$ cat src/rtl/audio_tx_pkg.sv
package audio_tx_pkg;

    localparam int WORD_W  = 16;
    localparam int SLOT_W  = 32;
    localparam int POS_W   = $clog2(2 * SLOT_W);

    typedef enum logic [1:0] {
        STD_PHILIPS = 2'd0,
        STD_MSB     = 2'd1,
        STD_LSB     = 2'd2,
        STD_PCM     = 2'd3
    } std_e;

    typedef enum logic [1:0] {
        PK_16_16 = 2'd0,
        PK_16_32 = 2'd1,
        PK_24_32 = 2'd2,
        PK_32_32 = 2'd3
    } pack_e;

    typedef enum logic [2:0] {
        LD_L_HI,
        LD_L_LO,
        LD_R_HI,
        LD_R_LO,
        LD_FULL
    } ld_state_e;

    typedef enum logic {
        PH_LOW,
        PH_HIGH
    } phase_e;

    function automatic logic [POS_W-1:0] slot_bits(pack_e pk);
        return (pk == PK_16_16) ? POS_W'(16) : POS_W'(SLOT_W);
    endfunction

    function automatic logic [POS_W-1:0] data_bits(pack_e pk);
        unique case (pk)
            PK_16_16, PK_16_32: return POS_W'(16);
            PK_24_32:           return POS_W'(24);
            default:            return POS_W'(SLOT_W);
        endcase
    endfunction

    function automatic logic two_words(pack_e pk);
        return (pk == PK_24_32) || (pk == PK_32_32);
    endfunction

endpackage

$ cat src/rtl/bclk_gen.sv
module bclk_gen
    import audio_tx_pkg::*;
#(
    parameter int HALF_DIV = 4
) (
    input  logic clk,
    input  logic rst_n,
    output logic bclk,
    output logic fall_tick
);
    localparam int CW = (HALF_DIV > 1) ? $clog2(HALF_DIV) : 1;
    localparam logic [CW-1:0] TERM = CW'(HALF_DIV - 1);

    phase_e         phase_q, phase_d;
    logic [CW-1:0]  cnt_q;
    logic           term;

    assign term = (cnt_q == TERM);

    always_comb begin
        phase_d = phase_q;
        unique case (phase_q)
            PH_LOW:  if (term) phase_d = PH_HIGH;
            PH_HIGH: if (term) phase_d = PH_LOW;
        endcase
    end

    always_ff @(posedge clk) begin
        if (!rst_n) begin
            phase_q <= PH_LOW;
            cnt_q   <= '0;
        end else begin
            phase_q <= phase_d;
            cnt_q   <= term ? '0 : cnt_q + 1'b1;
        end
    end

    always_comb begin
        bclk      = (phase_q == PH_HIGH);
        fall_tick = (phase_q == PH_HIGH) && term;
    end

endmodule

$ cat src/rtl/sample_loader.sv
module sample_loader
    import audio_tx_pkg::*;
(
    input  logic              clk,
    input  logic              rst_n,
    input  pack_e             pack,
    input  logic              wr_en,
    input  logic [WORD_W-1:0] wr_data,
    input  logic              frame_start,
    output logic              ready,
    output logic              full,
    output logic              underrun,
    output logic [SLOT_W-1:0] left_smp,
    output logic [SLOT_W-1:0] right_smp
);
    ld_state_e state_q, state_d;
    logic      accept;
    logic      wide;
    logic      starve;

    assign wide   = two_words(pack);
    assign accept = wr_en && (state_q != LD_FULL);
    assign starve = frame_start && (state_q != LD_FULL);

    always_comb begin
        state_d = state_q;
        unique case (state_q)
            LD_L_HI: if (accept) state_d = wide ? LD_L_LO : LD_R_HI;
            LD_L_LO: if (accept) state_d = LD_R_HI;
            LD_R_HI: if (accept) state_d = wide ? LD_R_LO : LD_FULL;
            LD_R_LO: if (accept) state_d = LD_FULL;
            LD_FULL: if (frame_start) state_d = LD_L_HI;
            default: state_d = LD_L_HI;
        endcase
    end

    always_ff @(posedge clk) begin
        if (!rst_n) begin
            state_q   <= LD_L_HI;
            left_smp  <= '0;
            right_smp <= '0;
            underrun  <= 1'b0;
        end else begin
            state_q <= state_d;
            if (accept) begin
                unique case (state_q)
                    LD_L_HI: left_smp  <= {wr_data, {(SLOT_W-WORD_W){1'b0}}};
                    LD_L_LO: left_smp[WORD_W-1:0]  <= wr_data;
                    LD_R_HI: right_smp <= {wr_data, {(SLOT_W-WORD_W){1'b0}}};
                    LD_R_LO: right_smp[WORD_W-1:0] <= wr_data;
                    default: ;
                endcase
            end
            if (starve)
                underrun <= 1'b1;
            else if (accept)
                underrun <= 1'b0;
        end
    end

    always_comb begin
        ready = (state_q != LD_FULL);
        full  = (state_q == LD_FULL);
    end

    assert_full_blocks_R8: assert property (@(posedge clk) disable iff (!rst_n)
        (accept && state_d == LD_FULL && !frame_start) |=> !ready)
        else $error("ready still high after last word of frame");

    assert_start_frees_R8: assert property (@(posedge clk) disable iff (!rst_n)
        (frame_start && full) |=> ready)
        else $error("ready not restored at frame start");

    assert_underrun_set_R9: assert property (@(posedge clk) disable iff (!rst_n)
        starve |=> underrun)
        else $error("underrun not raised on incomplete frame");

    assert_underrun_clear_R9: assert property (@(posedge clk) disable iff (!rst_n)
        (accept && !frame_start) |=> !underrun)
        else $error("underrun not cleared by write");

endmodule

$ cat src/rtl/slot_serializer.sv
module slot_serializer
    import audio_tx_pkg::*;
(
    input  logic              clk,
    input  logic              rst_n,
    input  std_e              std,
    input  pack_e             pack,
    input  logic              fall_tick,
    input  logic              full,
    input  logic [SLOT_W-1:0] left_smp,
    input  logic [SLOT_W-1:0] right_smp,
    output logic              frame_start,
    output logic              ws,
    output logic              sd
);
    logic [POS_W-1:0]  pos_q, nxt, slot, dbits, last, p, off;
    logic [POS_W:0]    two_s;
    logic [SLOT_W-1:0] cur_l, cur_r, src_l, src_r, v;
    logic [4:0]        idx_m, idx_l;
    logic              ch, raw, dly_q, ws_d, sd_d;

    always_comb begin
        slot  = slot_bits(pack);
        dbits = data_bits(pack);
        two_s = {slot, 1'b0};
        last  = POS_W'(two_s - 1'b1);
        nxt   = (pos_q >= last) ? '0 : pos_q + 1'b1;
        frame_start = fall_tick && (nxt == '0);
        src_l = (nxt == '0) ? (full ? left_smp  : '0) : cur_l;
        src_r = (nxt == '0) ? (full ? right_smp : '0) : cur_r;
        ch    = (nxt >= slot);
        p     = ch ? nxt - slot : nxt;
        v     = ch ? src_r : src_l;
        off   = slot - dbits;
        idx_m = 5'(POS_W'(SLOT_W - 1) - p);
        idx_l = 5'(POS_W'(SLOT_W - 1) - (p - off));
        if (std == STD_LSB)
            raw = (p >= off) && v[idx_l];
        else
            raw = (p < dbits) && v[idx_m];
        ws_d = (std == STD_PCM) ? (nxt == last) : ch;
        sd_d = (std == STD_PHILIPS) ? dly_q : raw;
    end

    always_ff @(posedge clk) begin
        if (!rst_n) begin
            pos_q <= '1;
            cur_l <= '0;
            cur_r <= '0;
            dly_q <= 1'b0;
            ws    <= 1'b0;
            sd    <= 1'b0;
        end else if (fall_tick) begin
            pos_q <= nxt;
            if (nxt == '0) begin
                cur_l <= src_l;
                cur_r <= src_r;
            end
            dly_q <= raw;
            ws    <= ws_d;
            sd    <= sd_d;
        end
    end

    assert_launch_on_fall_R2: assert property (@(posedge clk) disable iff (!rst_n)
        !fall_tick |=> ($stable(sd) && $stable(ws)))
        else $error("serial outputs moved away from falling edge");

    assert_pcm_pulse_R7: assert property (@(posedge clk) disable iff (!rst_n)
        (std == STD_PCM && ws && fall_tick) |=> !ws)
        else $error("PCM sync longer than one bit");

    assert_pad_zero_R3: assert property (@(posedge clk) disable iff (!rst_n)
        (fall_tick && std == STD_MSB && p >= dbits) |=> !sd)
        else $error("padding bit not zero");

    assert_ws_at_frame_start_R1: assert property (@(posedge clk) disable iff (!rst_n)
        (frame_start && std != STD_PCM) |=> !ws)
        else $error("frame does not start on left channel");

endmodule

$ cat src/rtl/audio_ser_tx.sv
module audio_ser_tx
    import audio_tx_pkg::*;
#(
    parameter int HALF_DIV = 4
) (
    input  logic        clk,
    input  logic        rst_n,
    input  logic [1:0]  std_sel,
    input  logic [1:0]  pack_sel,
    input  logic        wr_en,
    input  logic [15:0] wr_data,
    output logic        ready,
    output logic        underrun,
    output logic        bclk,
    output logic        ws,
    output logic        sd
);
    logic              fall_tick, frame_start, full;
    logic [SLOT_W-1:0] left_smp, right_smp;
    std_e              std;
    pack_e             pack;

    assign std  = std_e'(std_sel);
    assign pack = pack_e'(pack_sel);

    bclk_gen #(.HALF_DIV(HALF_DIV)) u_bclk (
        .clk       (clk),
        .rst_n     (rst_n),
        .bclk      (bclk),
        .fall_tick (fall_tick)
    );

    sample_loader u_load (
        .clk         (clk),
        .rst_n       (rst_n),
        .pack        (pack),
        .wr_en       (wr_en),
        .wr_data     (wr_data),
        .frame_start (frame_start),
        .ready       (ready),
        .full        (full),
        .underrun    (underrun),
        .left_smp    (left_smp),
        .right_smp   (right_smp)
    );

    slot_serializer u_ser (
        .clk         (clk),
        .rst_n       (rst_n),
        .std         (std),
        .pack        (pack),
        .fall_tick   (fall_tick),
        .full        (full),
        .left_smp    (left_smp),
        .right_smp   (right_smp),
        .frame_start (frame_start),
        .ws          (ws),
        .sd          (sd)
    );

endmodule

$ cat config.mk
export PLATFORM = sky130hd
export DESIGN_NAME = audio_ser_tx
export DESIGN_NICKNAME = d
export VERILOG_FILES = /design/src/rtl/audio_tx_pkg.sv /design/src/rtl/bclk_gen.sv /design/src/rtl/sample_loader.sv /design/src/rtl/slot_serializer.sv /design/src/rtl/audio_ser_tx.sv
export SDC_FILE = /design/constraint.sdc
export NUM_CORES = 1
export LEC_CHECK = 0
export BUFFER_PORTS_ARGS = -buffer_cell sky130_fd_sc_hd__buf_2
export CORE_MARGIN = 2
export CORE_UTILIZATION = 50
export DETAILED_ROUTE_END_ITERATION = 8
export HOLD_SLACK_MARGIN = 0.12
export MAX_ROUTING_LAYER = met4
export PLACE_DENSITY_LB_ADDON = 0.2
export REMOVE_ABC_BUFFERS = 1
export SYNTH_ARGS = -nofsm -noshare
export SYNTH_HDL_FRONTEND = slang
export SYNTH_SLANG_ARGS = --single-unit
$ cat constraint.sdc
create_clock -name clk -period 5.2 [get_ports clk]
set_input_delay 0 -clock clk [delete_from_list [all_inputs] [get_ports clk]]
set_output_delay 0 -clock clk [all_outputs]
set_load 0.02 [all_outputs]
==> run_results.csv <==
group,metric,value,unit
clocking,clockBufferDepth,2,
worst_hold_path,hold_depth,4,
routing,ant_nets,0,
cells_and_area,area_growth,14.8,%
sta,fmax,214,MHz
routing,drt_iter0_drc,636,
critical_path,rrSetupSlack,0.52,ns
critical_path,crit_type,"flip-flop to flip-flop",
die,pin_count,28,
power,max-vdd-ir-drop,0.205,mV
power,combPwrFrac,9.8,%
cells_and_area,diodes,0,
logic_synthesis,ys_warn_count,0,
clocking,worstSkewPairLatency,0.42,ns
cells_and_area,regArea,2880,µm²
cells_and_area,fin_util,59.1,%
clocking,cts_tree,"built",
cells_and_area,multi_input_area,3970,µm²
sta,tns,0,ns
cells_and_area,final_common_cell,"nand2_1",
grt,overflow,0,
power,netSwitchingFraction,23.8,%
die,die_h,124,µm
routing,drt-pass1-iter-count,6,
placement,gp_congestion,0.980,
routing,via_per_inst,6.08,
logic_synthesis,synthCells,891,
critical_path,r2r-end,"u_ser.dly_q$_SDFFE_PN0P_",
clocking,root_buffer,"clkbuf_16",
worst_hold_path,min_to,"u_load.state_q[0]$_SDFFE_PN0P_",
power,power_frac_seq,41.8,%
power,leakagePower,2.82,nW
sta,finClkSkew,0.0133,ns
cells_and_area,final_area,8240,µm²
sta,tightest_slew,1.20,ns
cells_and_area,final_cell_mix,"nand2_1 (203), dfxtp_1 (144), a21boi_0 (128), nand3_1 (106), buf_2 (26)",
placement,port_buffers,27,
logic_synthesis,yosys_most_used_dff,"dfxtp_1",
logic_synthesis,synth_cell_types,76,
die,die-area,15300,µm²
clocking,htreeDepth,4,
worst_hold_path,hp-class,"input pin to flip-flop",
die,die_w,124,µm
critical_path,path_max_fanout,11,
grt,grt_max_degree,145,
clocking,clkTransAtPathRegs,0.06,ns
logic_synthesis,ys_ff_latch,144,
power,power,2.74,mW
sta,drv_slew,0,
critical_path,worstPathArrival,5.03,ns
critical_path,cp_data_required_time,5.55,ns
sta,rsz0062_at_grt,"no",
grt,grtUsageTotal,30.1,%
power,p_per_area,332,nW/µm²
routing,vias,6663,
grt,grt_pass1_vias,6222,
logic_synthesis,synth_edf_count,0,
clocking,cts.sinks,144,
flow_run,maxCapViolCount,0,
logic_synthesis,netlist_area,7170,µm²
routing,wire_per_inst,19.6,µm
critical_path,start_kind,"flip-flop",
routing,post-route-drc-count,0,
placement,placement.cell_area,7380,µm²
sta,final-setup-viol-count,0,
die,row_count,43,
logic_synthesis,yosysSeqAreaShare,40.2,%
cells_and_area,drive_above_1_share,11.0,%
cells_and_area,finalNetCount,939,
critical_path,end_kind,"flip-flop",
grt,antenna_found_initial,0,
die,core,13900,µm²
critical_path,reg2reg_depth,20,
placement,hpwl,13.7,mm
routing,wirelength,21.5,mm
logic_synthesis,syn_area_per_cell,8.05,µm²
critical_path,r2r-start,"u_ser.pos_q[1]$_SDFFE_PN1P_",
sta,hold_viol,0,
logic_synthesis,synthArstFlopShare,0,%
die,initial_core_util,51.5,%
cells_and_area,nFillCells,1279,
power,p_clk_share,48.4,%
worst_hold_path,hp-start,"pack_sel[1]",
grt,grt_pass1_wl,33.8,mm
sta,period_needed,4.68,ns
sta,slew_headroom,19.9,%
power,intPower,2.08,mW
run_status,status,"finished, final reports clean",
power,p_sw,0.651,mW
clocking,cts_made_buffers,17,
sta,finalCritPeriodShare,90.0,%
-- routing by layer --
layer	up-vias	GRT usage (%)	part of all wire [%]
met5	-	-	0
met4	0	11.5	2.6
met3	41	4.58	6.6
met2	261	47.5	48
met1	3226	39.0	43
li1	3135	-	-
-- cell families (layout without fill, tap and decap cells) --
family | count (synthesis) | count (layout) | synth area share [%]
AOI/OAI and AO/OA | 227 | 227 | 23.6
xor gates and xnor gates | 10 | 10 | 1.43
adders and majority gates | 13 | 13 | 2.37
buffers and inverters | 83 | 107 | 4.88
DFF | 144 | 144 | 40.2
muxes | 15 | 15 | 2.13
other | 1 | 1 | 0.0523
and+or+nand+nor | 398 | 398 | 25.4
-- flip-flops by register name (all words and copies together), names as in the netlist --
name and flops:
u_ser.cur_l 32, u_ser.sd 1, u_load.state_q 3, u_ser.ws 1, u_bclk.bclk 1, u_ser.pos_q 6, u_ser.dly_q 1, u_load.left_smp 32
u_ser.cur_r 32, u_load.right_smp 32, u_bclk.cnt_q 2, u_load.underrun 1
-- critical path: stages (launching register included) --
cell	delay, ns
dfxtp_1	0.46
ha_2	0.36
nand3_1	0.12
xor2_1	0.17
nor2_1	0.09
inv_1	0.10
ha_1	0.14
inv_1	0.05
fa_1	0.44
buf_4	0.22
o211ai_1	0.27
inv_1	0.15
ha_1	0.39
nand3_1	0.10
o31ai_1	0.30
nand2_1	0.15
o32ai_1	0.35
o211ai_1	0.17
o41ai_2	0.33
nor2b_1	0.09
a31oi_1	0.17
-- final cells by class --
class                   instances  share of cell area [%]
clock inverters                 9                    1.87
inverters                      11                   0.501
well taps                     180                    2.73
repair buffers                 65                    5.74
multi-input cells             664                    48.1
flip-flops and latches        144                    35.0
clock buffers                  22                    6.00
-- how the worst max path moves through the flow --
stage / startpoint / endpoint / cells past startpoint
floorplan: u_ser.pos_q[0]$_SDFFE_PN1P_ / u_ser.sd$_SDFFE_PN0P_ / 19
global placement: u_ser.pos_q[1]$_SDFFE_PN1P_ / u_ser.sd$_SDFFE_PN0P_ / 20
detailed placement: u_ser.pos_q[1]$_SDFFE_PN1P_ / u_ser.sd$_SDFFE_PN0P_ / 20
CTS: u_ser.pos_q[1]$_SDFFE_PN1P_ / u_ser.sd$_SDFFE_PN0P_ / 23
global route: u_ser.pos_q[1]$_SDFFE_PN1P_ / u_ser.dly_q$_SDFFE_PN0P_ / 23
finish: u_ser.pos_q[1]$_SDFFE_PN1P_ / u_ser.dly_q$_SDFFE_PN0P_ / 20
-- synth_stat cells (5+ instances only) --
cell type | instances | share of area (%)
nand2_1 | 204 | 11
dfxtp_1 | 144 | 40
a21boi_0 | 128 | 13
nand3_1 | 106 | 7.4
clkbuf_1 | 58 | 3.0
o21ai_0 | 21 | 1.5
nor2_1 | 18 | 0.94
a21oi_1 | 17 | 1.2
mux2i_1 | 13 | 1.8
nor3_1 | 13 | 0.91
ha_1 | 12 | 2.1
inv_1 | 11 | 0.58
nor2b_1 | 10 | 0.87
a211oi_1 | 7 | 0.73
and2_1 | 6 | 0.52
and3_1 | 6 | 0.52
o211ai_1 | 6 | 0.63
nor3b_1 | 5 | 0.52
xnor2_1 | 5 | 0.61
-- power by group through the flow --
stage	registers (mW)	logic (mW)	clock network, mW
after floorplan	1.17	0.138	0
after global placement	1.17	0.243	0
after detailed placement	1.17	0.249	0
after CTS	1.14	0.263	1.34
after global routing	1.14	0.289	1.38
final	1.14	0.268	1.32
-- what timing repair did --
item	4_1_cts	5_1_grt
hold endpoints to repair	69	0
hold buffers	20	0
endpoints found under the setup margin	0	2
resized for setup	0	2
setup buffers	0	0
-- per-stage QoR --
stage                     cells  hold slack (ns)  setup slack (ns)
after floorplan             819           0.0619             0.532
after global placement     1044            0.285             0.832
after detailed placement   1044            0.296             0.477
after CTS                  1095            0.150             0.461
after global routing       1095            0.179            0.0558
final                      1095            0.147             0.520
(Power assumes the default switching activity.)
